===== src/rtl/mrc_pkg.sv =====
package mrc_pkg;
  typedef enum logic [1:0] {
    EX_IDLE = 2'd0,
    EX_WR   = 2'd1,
    EX_RD0  = 2'd2,
    EX_RD1  = 2'd3
  } ext_op_e;
endpackage


===== src/rtl/mrc_par_gen.sv =====
module mrc_par_gen #(
  parameter int DW = 32
) (
  input  logic [DW-1:0]   data,
  output logic [DW/8-1:0] par
);
  localparam int NB = DW / 8;

  function automatic logic [NB-1:0] lane_parity(input logic [DW-1:0] d);
    logic [NB-1:0] p;
    for (int i = 0; i < NB; i++) p[i] = ^d[i*8 +: 8];
    return p;
  endfunction

  assign par = lane_parity(data);
endmodule


===== src/rtl/mrc_wbuf.sv =====
module mrc_wbuf #(
  parameter int AW = 16,
  parameter int DW = 32
) (
  input  logic          clk,
  input  logic          rst_n,
  input  logic          wr_req,
  input  logic [AW-1:0] wr_addr,
  input  logic [DW-1:0] wr_data,
  input  logic          drain,
  output logic          full,
  output logic          accept,
  output logic [AW-1:0] buf_addr,
  output logic [DW-1:0] buf_data
);
  logic          full_q;
  logic [AW-1:0] addr_q;
  logic [DW-1:0] data_q;

  assign accept = wr_req & ~full_q;

  always_ff @(posedge clk) begin
    if (!rst_n) begin
      full_q <= 1'b0;
      addr_q <= '0;
      data_q <= '0;
    end else if (accept) begin
      full_q <= 1'b1;
      addr_q <= wr_addr;
      data_q <= wr_data;
    end else if (drain) begin
      full_q <= 1'b0;
    end
  end

  assign full     = full_q;
  assign buf_addr = addr_q;
  assign buf_data = data_q;

  AST_WB_HOLD: assert property (@(posedge clk) disable iff (!rst_n)
    (full_q && !drain) |=> (full_q && $stable(addr_q)));
endmodule


===== src/rtl/mrc_refill.sv =====
module mrc_refill #(
  parameter int AW = 16,
  parameter int DW = 32
) (
  input  logic           clk,
  input  logic           rst_n,
  input  logic           cpu_rd_req,
  input  logic [AW-1:0]  cpu_addr,
  input  logic           hit_ok,
  input  logic           rd_launch,
  input  logic           rd0_done,
  input  logic           rd1_done,
  input  logic           rd_active,
  input  logic [DW-1:0]  mem_rdata,
  input  logic [DW/8-1:0] mem_rpar,
  output logic           rd_pend,
  output logic [AW-1:0]  rd_addr,
  output logic [AW-1:0]  rd_alt_addr,
  output logic           fill_we,
  output logic [AW-1:0]  fill_addr,
  output logic [DW-1:0]  fill_data,
  output logic           validate,
  output logic [AW-1:0]  val_addr,
  output logic           par_fault
);
  localparam int NB  = DW / 8;
  localparam int SIB = $clog2(NB);

  function automatic logic [AW-1:0] lw_align(input logic [AW-1:0] a);
    return a & ~((AW'(1) << SIB) - AW'(1));
  endfunction

  function automatic logic [AW-1:0] partner_lw(input logic [AW-1:0] a);
    return a ^ (AW'(1) << SIB);
  endfunction

  function automatic logic [AW-1:0] blk_base(input logic [AW-1:0] a);
    return a & ~((AW'(1) << (SIB + 1)) - AW'(1));
  endfunction

  logic          pend_q;
  logic [AW-1:0] addr_q;
  logic          blk_err_q;
  logic          capture;
  logic          rd_busy;
  logic          rd_ack;
  logic [NB-1:0] calc_par;

  mrc_par_gen #(.DW(DW)) u_rpar (.data(mem_rdata), .par(calc_par));

  assign rd_busy   = pend_q | rd_active;
  assign capture   = cpu_rd_req & ~hit_ok & ~rd_busy;
  assign rd_ack    = rd0_done | rd1_done;
  assign par_fault = rd_ack & (calc_par != mem_rpar);

  always_ff @(posedge clk) begin
    if (!rst_n) begin
      pend_q    <= 1'b0;
      addr_q    <= '0;
      blk_err_q <= 1'b0;
    end else begin
      if (capture) begin
        pend_q <= 1'b1;
        addr_q <= lw_align(cpu_addr);
      end else if (rd_launch) begin
        pend_q <= 1'b0;
      end
      if (rd_launch) blk_err_q <= 1'b0;
      else if (rd0_done && par_fault) blk_err_q <= 1'b1;
    end
  end

  assign rd_pend     = pend_q;
  assign rd_addr     = addr_q;
  assign rd_alt_addr = partner_lw(addr_q);
  assign fill_we     = rd_ack;
  assign fill_addr   = rd0_done ? addr_q : partner_lw(addr_q);
  assign fill_data   = mem_rdata;
  assign validate    = rd1_done & ~blk_err_q & ~par_fault;
  assign val_addr    = blk_base(addr_q);

  AST_PEND_HELD: assert property (@(posedge clk) disable iff (!rst_n)
    (pend_q && !rd_launch) |=> (pend_q && $stable(addr_q)));
  AST_FILL_IN_REFILL: assert property (@(posedge clk) disable iff (!rst_n)
    fill_we |-> rd_active);
endmodule


===== src/rtl/mrc_ext_seq.sv =====
module mrc_ext_seq
  import mrc_pkg::*;
#(
  parameter int AW = 16,
  parameter int DW = 32
) (
  input  logic          clk,
  input  logic          rst_n,
  input  logic          wb_full,
  input  logic [AW-1:0] wb_addr,
  input  logic [DW-1:0] wb_data,
  input  logic          rd_pend,
  input  logic [AW-1:0] rd_addr,
  input  logic [AW-1:0] rd_alt_addr,
  input  logic          mem_ack,
  input  logic          dma_req,
  output logic          mem_req,
  output logic          mem_we,
  output logic [AW-1:0] mem_addr,
  output logic [DW-1:0] mem_wdata,
  output logic          dma_gnt,
  output logic          wr_done,
  output logic          rd0_done,
  output logic          rd1_done,
  output logic          rd_active,
  output logic          rd_launch
);
  ext_op_e op_q, op_d;
  logic    gnt_q;
  logic    bus_idle;
  logic    may_launch;
  logic    wr_launch;

  assign bus_idle   = (op_q == EX_IDLE);
  assign may_launch = bus_idle & ~dma_req & ~gnt_q;
  assign wr_launch  = may_launch & wb_full;
  assign rd_launch  = may_launch & ~wb_full & rd_pend;

  always_comb begin
    op_d = op_q;
    case (op_q)
      EX_IDLE: begin
        if (wr_launch)      op_d = EX_WR;
        else if (rd_launch) op_d = EX_RD0;
      end
      EX_WR:   if (mem_ack) op_d = EX_IDLE;
      EX_RD0:  if (mem_ack) op_d = EX_RD1;
      EX_RD1:  if (mem_ack) op_d = EX_IDLE;
      default: op_d = EX_IDLE;
    endcase
  end

  always_ff @(posedge clk) begin
    if (!rst_n) begin
      op_q  <= EX_IDLE;
      gnt_q <= 1'b0;
    end else begin
      op_q <= op_d;
      if (!dma_req)      gnt_q <= 1'b0;
      else if (bus_idle) gnt_q <= 1'b1;
    end
  end

  always_comb begin
    case (op_q)
      EX_WR:   mem_addr = wb_addr;
      EX_RD0:  mem_addr = rd_addr;
      EX_RD1:  mem_addr = rd_alt_addr;
      default: mem_addr = '0;
    endcase
  end

  assign mem_req   = ~bus_idle;
  assign mem_we    = (op_q == EX_WR);
  assign mem_wdata = wb_data;
  assign dma_gnt   = gnt_q;
  assign wr_done   = (op_q == EX_WR)  & mem_ack;
  assign rd0_done  = (op_q == EX_RD0) & mem_ack;
  assign rd1_done  = (op_q == EX_RD1) & mem_ack;
  assign rd_active = (op_q == EX_RD0) | (op_q == EX_RD1);

  AST_GNT_BUS_IDLE: assert property (@(posedge clk) disable iff (!rst_n)
    gnt_q |-> bus_idle);
  AST_SECOND_WORD: assert property (@(posedge clk) disable iff (!rst_n)
    rd0_done |=> (op_q == EX_RD1));
endmodule


===== src/rtl/mrc_snoop.sv =====
module mrc_snoop #(
  parameter int AW = 16
) (
  input  logic          clk,
  input  logic          rst_n,
  input  logic          dma_gnt,
  input  logic          snoop_strobe,
  input  logic [AW-1:0] snoop_addr,
  output logic          inv,
  output logic [AW-1:0] inv_addr
);
  logic          inv_q;
  logic [AW-1:0] addr_q;
  logic          take;

  assign take = snoop_strobe & dma_gnt;

  always_ff @(posedge clk) begin
    if (!rst_n) begin
      inv_q  <= 1'b0;
      addr_q <= '0;
    end else begin
      inv_q <= take;
      if (take) addr_q <= snoop_addr;
    end
  end

  assign inv      = inv_q;
  assign inv_addr = addr_q;

  AST_INV_NEEDS_GNT: assert property (@(posedge clk) disable iff (!rst_n)
    inv_q |-> $past(dma_gnt));
endmodule


===== src/rtl/miss_refill_ctrl.sv =====
module miss_refill_ctrl #(
  parameter int AW = 16,
  parameter int DW = 32
) (
  input  logic            clk,
  input  logic            rst_n,
  input  logic            cpu_rd_req,
  input  logic            cpu_wr_req,
  input  logic [AW-1:0]   cpu_addr,
  input  logic [DW-1:0]   cpu_wdata,
  output logic            cpu_stall,
  output logic            cpu_rvalid,
  output logic [DW-1:0]   cpu_rdata,
  output logic            cpu_err,
  input  logic            cache_hit,
  input  logic            cache_perr,
  input  logic [DW-1:0]   cache_rdata,
  output logic            cache_fill_we,
  output logic [AW-1:0]   cache_fill_addr,
  output logic [DW-1:0]   cache_fill_data,
  output logic            cache_validate,
  output logic [AW-1:0]   cache_val_addr,
  output logic            cache_inv,
  output logic [AW-1:0]   cache_inv_addr,
  output logic            mem_req,
  output logic            mem_we,
  output logic [AW-1:0]   mem_addr,
  output logic [DW-1:0]   mem_wdata,
  output logic [DW/8-1:0] mem_wpar,
  input  logic            mem_ack,
  input  logic [DW-1:0]   mem_rdata,
  input  logic [DW/8-1:0] mem_rpar,
  input  logic            dma_req,
  output logic            dma_gnt,
  input  logic            snoop_strobe,
  input  logic [AW-1:0]   snoop_addr
);
  logic          hit_ok;
  logic          wb_full, wb_accept;
  logic [AW-1:0] wb_addr;
  logic [DW-1:0] wb_data;
  logic          rd_pend;
  logic [AW-1:0] rd_addr, rd_alt_addr;
  logic          wr_done, rd0_done, rd1_done, rd_active, rd_launch;
  logic          par_fault;

  assign hit_ok = cache_hit & ~cache_perr;

  mrc_wbuf #(.AW(AW), .DW(DW)) u_wbuf (
    .clk(clk), .rst_n(rst_n),
    .wr_req(cpu_wr_req), .wr_addr(cpu_addr), .wr_data(cpu_wdata),
    .drain(wr_done), .full(wb_full), .accept(wb_accept),
    .buf_addr(wb_addr), .buf_data(wb_data)
  );

  mrc_refill #(.AW(AW), .DW(DW)) u_refill (
    .clk(clk), .rst_n(rst_n),
    .cpu_rd_req(cpu_rd_req), .cpu_addr(cpu_addr), .hit_ok(hit_ok),
    .rd_launch(rd_launch), .rd0_done(rd0_done), .rd1_done(rd1_done),
    .rd_active(rd_active), .mem_rdata(mem_rdata), .mem_rpar(mem_rpar),
    .rd_pend(rd_pend), .rd_addr(rd_addr), .rd_alt_addr(rd_alt_addr),
    .fill_we(cache_fill_we), .fill_addr(cache_fill_addr),
    .fill_data(cache_fill_data), .validate(cache_validate),
    .val_addr(cache_val_addr), .par_fault(par_fault)
  );

  mrc_ext_seq #(.AW(AW), .DW(DW)) u_ext (
    .clk(clk), .rst_n(rst_n),
    .wb_full(wb_full), .wb_addr(wb_addr), .wb_data(wb_data),
    .rd_pend(rd_pend), .rd_addr(rd_addr), .rd_alt_addr(rd_alt_addr),
    .mem_ack(mem_ack), .dma_req(dma_req),
    .mem_req(mem_req), .mem_we(mem_we), .mem_addr(mem_addr),
    .mem_wdata(mem_wdata), .dma_gnt(dma_gnt),
    .wr_done(wr_done), .rd0_done(rd0_done), .rd1_done(rd1_done),
    .rd_active(rd_active), .rd_launch(rd_launch)
  );

  mrc_snoop #(.AW(AW)) u_snoop (
    .clk(clk), .rst_n(rst_n), .dma_gnt(dma_gnt),
    .snoop_strobe(snoop_strobe), .snoop_addr(snoop_addr),
    .inv(cache_inv), .inv_addr(cache_inv_addr)
  );

  mrc_par_gen #(.DW(DW)) u_wpar (.data(mem_wdata), .par(mem_wpar));

  assign cpu_rvalid = cpu_rd_req & (hit_ok | rd0_done);
  assign cpu_rdata  = hit_ok ? cache_rdata : mem_rdata;
  assign cpu_err    = par_fault;
  assign cpu_stall  = (cpu_rd_req & ~cpu_rvalid) | (cpu_wr_req & ~wb_accept);

  AST_WR_BEFORE_RD: assert property (@(posedge clk) disable iff (!rst_n)
    rd_launch |-> !wb_full);
  AST_ERR_NO_VALIDATE: assert property (@(posedge clk) disable iff (!rst_n)
    cpu_err |-> !cache_validate);
endmodule


===== config.mk =====
export PLATFORM = sky130hd
export DESIGN_NAME = miss_refill_ctrl
export DESIGN_NICKNAME = d
export VERILOG_FILES = /design/src/rtl/mrc_pkg.sv /design/src/rtl/mrc_par_gen.sv /design/src/rtl/mrc_wbuf.sv /design/src/rtl/mrc_refill.sv /design/src/rtl/mrc_ext_seq.sv /design/src/rtl/mrc_snoop.sv /design/src/rtl/miss_refill_ctrl.sv
export SDC_FILE = /design/constraint.sdc
export NUM_CORES = 1
export LEC_CHECK = 0
export BUFFER_PORTS_ARGS = -buffer_cell sky130_fd_sc_hd__buf_4
export CORE_AREA = 2 2 123 125
export DETAILED_ROUTE_END_ITERATION = 8
export DIE_AREA = 0 0 125 127
export GPL_TIMING_DRIVEN = 0
export PLACE_DENSITY = 0.74
export SETUP_SLACK_MARGIN = 0.5
export SYNTH_ARGS = -nofsm -noshare
export SYNTH_HDL_FRONTEND = slang
export SYNTH_SLANG_ARGS = --single-unit

===== constraint.sdc =====
create_clock -name clk -period 2.68 [get_ports clk]
set_clock_uncertainty 0.05 [all_clocks]
set_input_delay 0.536 -clock clk [delete_from_list [all_inputs] [get_ports clk]]
set_output_delay 0.536 -clock clk [all_outputs]
set_load 0.02 [all_outputs]

Yosys cells after proc, flatten, opt, wreduce, memory -nomap -nowiden
Cells that the tools add are included.
{ "classes": {"n_reduce_logical": 16, "eq_ne": 7, "muxes": 12, "bitwise": 37} }
{ "op_table": {"columns": ["op", "count"], "rows": [
  ["8-bit XOR reduction", 8],
  ["16-bit one-hot mux with 3 select lines", 1],
  ["32-bit two-way mux", 1],
  ["1-bit AND", 19],
  ["1-bit NOT", 13],
  ["2-bit two-way mux", 4],
  ["2-bit one-hot mux with 3 select lines", 1],
  ["1-bit bitwise OR", 5],
  ["2-bit equality test, second input constant", 2],
  ["1-bit two-way mux", 4],
  ["4-bit inequality test", 1],
  ["2-bit nonzero test", 2],
  ["2-bit OR reduction", 2],
  ["3-bit two-way mux", 1],
  ["3-bit inequality test, second input constant", 1],
  ["3-bit AND reduction", 1],
  ["2-bit by 1-bit equality test with 1-bit output, second input constant", 1],
  ["2-bit logical NOT", 1],
  ["2-bit by 1-bit inequality test with 1-bit output, second input constant", 1],
  ["2-bit inequality test, second input constant", 1],
  ["2-bit AND reduction", 1],
  ["1-bit logical AND", 1]
]} }
{ "word_totals": {"out_inout_bits": 173, "regBits": 85} }

Depth between registers and ports, before layout
Gate-level depths: netlist of run 1.
{ "logic_depth": {"ltp_word": 8, "ltp_mapped": 7} }

By module
Synthesis of run 1 repeated with hierarchy kept, for this count alone.
{ "unflattened": {"cells_unflattened": 642, "hier_area_um2": 5793.1} }
{ "modules_own_cells": {"columns": ["mod", "cells_each", "instances", "seq_area_each_um2", "area_per_inst_um2"], "rows": [
  ["mrc_wbuf", 213, 1, 980.9, 1945.6],
  ["mrc_refill", 162, 1, 320.3, 1303.8],
  ["mrc_ext_seq", 94, 1, 60.1, 777.0],
  ["mrc_snoop", 76, 1, 340.3, 701.9],
  ["miss_refill_ctrl", 41, 1, 0.0, 574.3],
  ["mrc_par_gen", 28, 2, 0.0, 245.2]
]} }

Worst setup path before layout of run 1
OpenSTA, ideal clock, no wires.
{ "synth_timing": {"path_kind": "in2out", "startpoint": "in mem_rdata[4]", "endpoint": "out cache_validate", "n_path_buf": 0, "arrival_time_ns": 1.880, "stages": 5, "path_slack_ns": 0.214, "path_cell_list": "xnor2_1 xnor3_2 xnor2_1 nor4_2 and4b_1"} }
{ "synth_via": {"elab_chain_cells": 5} }
{ "synth_lines": {"columns": ["item", "line_no", "rtl"], "rows": [
  ["start, declared", "miss_refill_ctrl.sv:31", "input logic [DW-1:0] mem_rdata,"],
  ["8-bit XOR reduction", "mrc_par_gen.sv:11", "for (int i = 0; i < NB; i++) p[i] = ^d[i*8 +: 8];"],
  ["4-bit inequality test", "mrc_refill.sv:54", "assign par_fault = rd_ack & (calc_par != mem_rpar);"],
  ["1-bit AND", "mrc_refill.sv:54", null],
  ["1-bit NOT", "mrc_refill.sv:79", "assign validate = rd1_done & ~blk_err_q & ~par_fault;"],
  ["1-bit AND", "mrc_refill.sv:79", null],
  ["end, declared", "miss_refill_ctrl.sv:21", "output logic cache_validate,"]
]} }
No other way between the ends.

Worst setup path in the final report of run 1
{ "layout_timing": {"startpoint": "in mem_rdata[9]", "endpoint": "out cache_validate"} }
Same word-level chain as after synthesis.

==> results.json, run 1 <==
{
  "num-fill-cells": 1375,
  "drt-wirelength-per-cell_um": 15.1,
  "dpl.hpwl_um": 13000,
  "max_cap_violations": 0,
  "setup_viol": 1,
  "clock_latency_ns": 0.35,
  "r2r_start": "u_wbuf.full",
  "clkSinkCount": 85,
  "final_cells": 1087,
  "ir_worst_vdd_mv": 0.290,
  "grt_max_degree": 15,
  "status": "finished, violations left",
  "yosys.area_share.simple": 0.171,
  "required_ns": 2.09,
  "syn_area_sq_um": 4840,
  "routed_wl_um": 16400,
  "ys_seq_area_frac": 0.352,
  "numPortBuffers": 308,
  "drt_iter0_markers": 173,
  "dpl.cell_count": 1066,
  "syn_to_final_growth_pct": 66.6,
  "finalHoldViolCount": 0,
  "root_buffer": "clkbuf_16",
  "ys_warn_count": 0,
  "power_uw": 4130,
  "maxSlewViolCount": 0,
  "rsz0062_at_grt": "true",
  "leakagePower_uw": 0.00377,
  "grt-ovfl-total": 0,
  "utilization": 0.559,
  "initial_core_util": 0.335,
  "final_common_cell": "buf_4",
  "mostFrequentLayoutCells": "buf_4, nand2_1, dfxtp_1",
  "die_w_um": 125,
  "diodes": 0,
  "finalCritPeriodShare": 1.01,
  "cpMostUsedCell": "xnor2_2",
  "drive_above_1_share": 0.502,
  "crit_arrival_ns": 2.11,
  "ys.flop_type": "dfxtp_1",
  "post-route-min-period_ns": 2.70,
  "synth_top_family_by_area": "simple AND/OR/NAND/NOR gates",
  "layout_setup_ws_ns": -0.0191,
  "rows": 44,
  "power_density_nw_per_um2": 512,
  "dieArea_sq_um": 15900,
  "synth_fa_ha_area_frac": 0,
  "via_count": 4859,
  "cts_tree": "built",
  "cts_hold_buffers": 0,
  "critPathMaxFanout": 2,
  "yosys.area_share.xor_xnor": 0.115,
  "end_kind": "primary output",
  "endpoint": "cache_validate",
  "worst_slew_pin_slew_ns": 0.564,
  "htree_num_levels": 3,
  "grt_pass1_vias": 4775,
  "gp_congestion": 0.799,
  "ys_seq_elements": 85,
  "grt.total_usage": 0.201,
  "final_nets": 1039,
  "synth_compound_area_frac": 0.130,
  "synth.distinct_cells": 33,
  "syn_area_per_cell_sq_um": 8.49,
  "critPathMaxStageDelay_ns": 0.44,
  "antenna_found_initial": 0,
  "cts_made_buffers": 9,
  "r2r_cells": 5,
  "synth.mux.area_fraction": 0.103,
  "reg2reg_to": "u_wbuf.buf_data[18]",
  "worstSetupStartpointType": "input pin",
  "critical_path.cell_chain": "buf_8 > xnor2_2 > xnor3_1 > xnor2_2 > nor4_4 > and4b_2 > buf_6",
  "synth_edf_count": 0,
  "relSlewSlack": 0.624,
  "first_pass_iters": 4,
  "routed_via_density": 4.47,
  "synthesis.instances": 570,
  "cp_slowest_cell": "xnor3_1",
  "drc_errors": 0,
  "hp-class": "in -> reg",
  "synthArstFlopShare": 0,
  "drtAntennaViolNets": 0,
  "clk_path_buf_depth": 2,
  "die_h_um": 127,
  "crit_type": "in -> out",
  "core_area_sq_um": 14400,
  "violations": "negative setup slack",
  "fmax_mhz": 370,
  "grt_pass1_wl_um": 25200,
  "ioPinCount": 314,
  "clkTransAtPathRegs_ns": 0.07,
  "startpoint": "mem_rdata[9]",
  "rrSetupSlack_ns": 0.97
}
==> where the power goes <==
group | total (uW) | switching [uW] | internal [uW]
Sequential | 1400 | 61.0 | 1340
Combinational | 1370 | 657 | 715
Clock | 1360 | 533 | 823
Total | 4130 | 1250 | 2880
==> how the worst min path moves through the flow <==
stage | from | to | slack, ns | depth (start not counted)
floorplan | u_refill.blk_err_q | u_refill.blk_err_q | 0.37 | 2
global placement | u_snoop.inv_addr[12] | u_snoop.inv_addr[12] | 0.40 | 2
detailed placement | u_wbuf.buf_addr[0] | u_wbuf.buf_addr[0] | 0.40 | 2
CTS | dma_req | u_ext.dma_gnt | 0.37 | 2
global route | snoop_addr[12] | u_snoop.inv_addr[12] | 0.39 | 3
finish | dma_req | u_ext.dma_gnt | 0.38 | 2
==> kinds of logic after synthesis <==
logic type,count (synthesis)
multiplexers,46
buffers and inverters,99
XOR/XNOR,57
flip-flops,85
AO/OA/AOI/OAI,88
AND/OR/NAND/NOR,194
other,1
==> stage by stage <==
stage	TNS, ns	setup slack, ns	hold slack, ns	area [sq um]
finish	-0.0191	-0.0191	0.380	8060
CTS	-0.0423	-0.0423	0.373	8050
floorplan	0	0.257	0.368	4860
detailed placement	-0.285	-0.223	0.405	7410
global placement	-0.239	-0.196	0.401	7410
global route	-0.124	-0.0931	0.389	8060
==> cell usage after synthesis (3+ instances only) <==
master | n | area share
o21ai_0 | 15 | 0.016
nand2_1 | 159 | 0.12
buf_4 | 63 | 0.098
dfxtp_1 | 85 | 0.35
nor2b_1 | 17 | 0.022
xor2_1 | 8 | 0.014
inv_1 | 3 | 0.0023
buf_1 | 3 | 0.0023
a21boi_0 | 65 | 0.10
mux2i_1 | 14 | 0.029
mux2_2 | 32 | 0.074
clkbuf_1 | 27 | 0.021
and2_1 | 4 | 0.0052
xnor2_1 | 45 | 0.081
nor2_1 | 5 | 0.0039
xnor3_1 | 3 | 0.014
==> area by class of cell <==
type | count | area, sq um | area share
flip-flops and latches | 85 | 1700 | 0.211
well taps | 184 | 230 | 0.0286
clock inverters | 5 | 83.8 | 0.0104
inverters | 3 | 11.3 | 0.00140
clock buffers | 11 | 233 | 0.0289
plain buffers | 96 | 699 | 0.0868
repair buffers | 313 | 2430 | 0.302
multi-input cells | 390 | 2670 | 0.331
==> critical path, delay by kind of cell <==
family	cells	cell delay, ns
simple gates	2	0.61
buf+inv	2	0.22
xor+xnor	3	0.74
==> registers in the layout (all words and copies together), names as in the netlist, 2 cells and up <==
| signal | count |
|---|---|
| u_ext.op_q | 2 |
| u_refill.rd_addr | 14 |
| u_snoop.inv_addr | 16 |
| u_wbuf.buf_addr | 16 |
| u_wbuf.buf_data | 32 |
==> repair_timing <==
action,4_1_cts,5_1_grt
setup buffers,4,0
gates cloned,1,0
pin swaps,8,2
endpoints found under the setup margin,54,39
gates resized for setup,69,5
==> per-layer routing <==
metal	vias up	wire, um	GRT usage
met1	2228	6450	0.229
met4	0	310	0.0608
met5	-	0	0
met2	175	8550	0.367
met3	22	1110	0.0540
li1	2434	-	-
Power figures use the tool's default switching activity.
==> run 2: changes to the inputs <==
--- a/config.mk
+++ b/config.mk
@@ -10,7 +10,7 @@
 export DETAILED_ROUTE_END_ITERATION = 8
 export DIE_AREA = 0 0 125 127
 export GPL_TIMING_DRIVEN = 0
-export PLACE_DENSITY = 0.74
+export PLACE_DENSITY = 0.71
 export SETUP_SLACK_MARGIN = 0.5
 export SYNTH_ARGS = -nofsm -noshare
 export SYNTH_HDL_FRONTEND = slang
==> run 2 against run 1 <==
The flow still finishes with violations (negative setup slack); die area is the same; core utilization grew 0.42 points; cell area grew 0.76%; non-clock buffer count grew 1; first-iteration DRC count shrank 6.4%; sequential cell count is the same; global-route usage grew 0.10 points; critical path depth grew 1; routed wire length grew 0.71%; worst hold slack gained 0.0035 ns; sequential power is essentially flat; final cell count is the same; critical endpoint unchanged.
==> results.json, run 2 (synthesis gave the netlist of run 1 again) <==
{
  "worstSetupStartpointType": "input pin",
  "grt_max_degree": 15,
  "drt-wirelength-per-cell_um": 15.2,
  "root_buffer": "clkbuf_16",
  "grt-ovfl-total": 0,
  "violations": "negative setup slack",
  "drtAntennaViolNets": 0,
  "grt_pass1_vias": 4746,
  "hp-class": "in -> reg",
  "crit_family": "XOR/XNOR gates",
  "cts_hold_buffers": 0,
  "drive_above_1_share": 0.499,
  "core_area_sq_um": 14400,
  "maxSlewViolCount": 0,
  "layout_setup_ws_ns": -0.0512,
  "cpMostUsedCell": "xnor2_2",
  "crit_type": "in -> out",
  "rsz0062_at_grt": "true",
  "ioPinCount": 314,
  "critPathMaxFanout": 2,
  "worst-path-buf-inv": 3,
  "power_density_nw_per_um2": 517,
  "dieArea_sq_um": 15900,
  "finalCritPeriodShare": 1.02,
  "final_cells": 1087,
  "final_common_cell": "buf_4",
  "required_ns": 2.09,
  "die_w_um": 125,
  "clock_latency_ns": 0.34,
  "place_ws_ns": -0.247,
  "first_pass_iters": 6,
  "leakagePower_uw": 0.00381,
  "end_kind": "primary output",
  "numPortBuffers": 308,
  "antenna_found_initial": 0,
  "max_cap_violations": 0,
  "drc_errors": 0,
  "gp_congestion": 0.813,
  "cts_tree": "built",
  "via_count": 4816,
  "mostFrequentLayoutCells": "buf_4, nand2_1, dfxtp_1",
  "worst_slew_pin_slew_ns": 0.544,
  "dpl.cell_count": 1066,
  "multi_input_area_sq_um": 2670,
  "diodes": 0,
  "relSlewSlack": 0.637,
  "rows": 44,
  "routed_via_density": 4.43,
  "finalHoldViolCount": 0,
  "dpl.hpwl_um": 13000,
  "clk_path_buf_depth": 2,
  "grt.total_usage": 0.202,
  "syn_to_final_growth_pct": 67.9,
  "post-route-min-period_ns": 2.73,
  "die_h_um": 127,
  "power_uw": 4200,
  "setup_viol": 1,
  "cp_slowest_cell": "xnor3_1",
  "largest_reg_flops": 32,
  "critPathMaxStageDelay_ns": 0.46,
  "status": "finished, violations left",
  "critical_path.cell_chain": "buf_8 > xnor2_2 > xnor3_1 > xnor2_2 > nor4_2 > buf_4 > and4b_2 > buf_6",
  "clkSinkCount": 85,
  "final_nets": 1040,
  "routed_wl_um": 16500,
  "htree_num_levels": 3,
  "grt_pass1_wl_um": 25400,
  "initial_core_util": 0.335,
  "cts_made_buffers": 9,
  "clkTransAtPathRegs_ns": 0.07,
  "drt_iter0_markers": 162,
  "fmax_mhz": 366,
  "ir_worst_vdd_mv": 0.322,
  "seq_area_sq_um": 1700,
  "num-fill-cells": 1373,
  "crit_arrival_ns": 2.15
}
==> run 2: what timing repair did <==
action                                  4_1_cts  5_1_grt
gates cloned                                  1        0
pin swaps                                     5        5
resized for setup                            63       20
endpoints found under the setup margin       53       48
setup buffers                                 4        1
==> run 2: stage by stage <==
step / utilization / TNS [ns] / cell area (sq um) / hold slack, ns
2_1_floorplan: - / 0 / 4860 / 0.368
3_3_place_gp: 0.514 / -0.342 / 7410 / 0.401
3_5_place_dp: 0.514 / -0.328 / 7410 / 0.406
4_1_cts: 0.558 / -0.0645 / 8050 / 0.367
5_1_grt: 0.563 / -0.204 / 8120 / 0.388
6_report: 0.563 / -0.0512 / 8120 / 0.384
==> run 2: area by class of cell <==
type | instances | share of cell area
Clock inverter | 5 | 0.0133
Timing Repair Buffer | 314 | 0.304
Tap cell | 184 | 0.0284
Buffer | 96 | 0.0866
Clock buffer | 10 | 0.0282
Inverter | 3 | 0.00139
Sequential cell | 85 | 0.210
Multi-Input combinational cell | 390 | 0.329
==> run 2: path summary, 6_finish.rpt <==
path	startpoint	end	slack, ns	cells past startpoint
max	mem_rdata[24]	cache_validate	-0.05	8
min reg2reg	u_wbuf.buf_addr[7]	u_wbuf.buf_addr[7]	0.41	2
min	dma_req	u_ext.dma_gnt	0.38	2
max reg2reg	u_wbuf.full	u_wbuf.buf_data[16]	0.99	5
==> run 2: layer usage <==
| metal | wire, um | global-route usage | up-vias |
|---|---|---|---|
| li1 | - | - | 2440 |
| met1 | 6710 | 0.245 | 2180 |
| met2 | 8460 | 0.353 | 176 |
| met3 | 1080 | 0.0519 | 20 |
| met4 | 277 | 0.0614 | 0 |
| met5 | 0 | 0 | - |
==> run 2: report_power, final <==
group,switching [uW],internal (uW),leakage (uW)
Clock,519,911,0.000163
Combinational,646,720,0.00295
Sequential,61.5,1340,0.000696
Total,1230,2970,0.00381
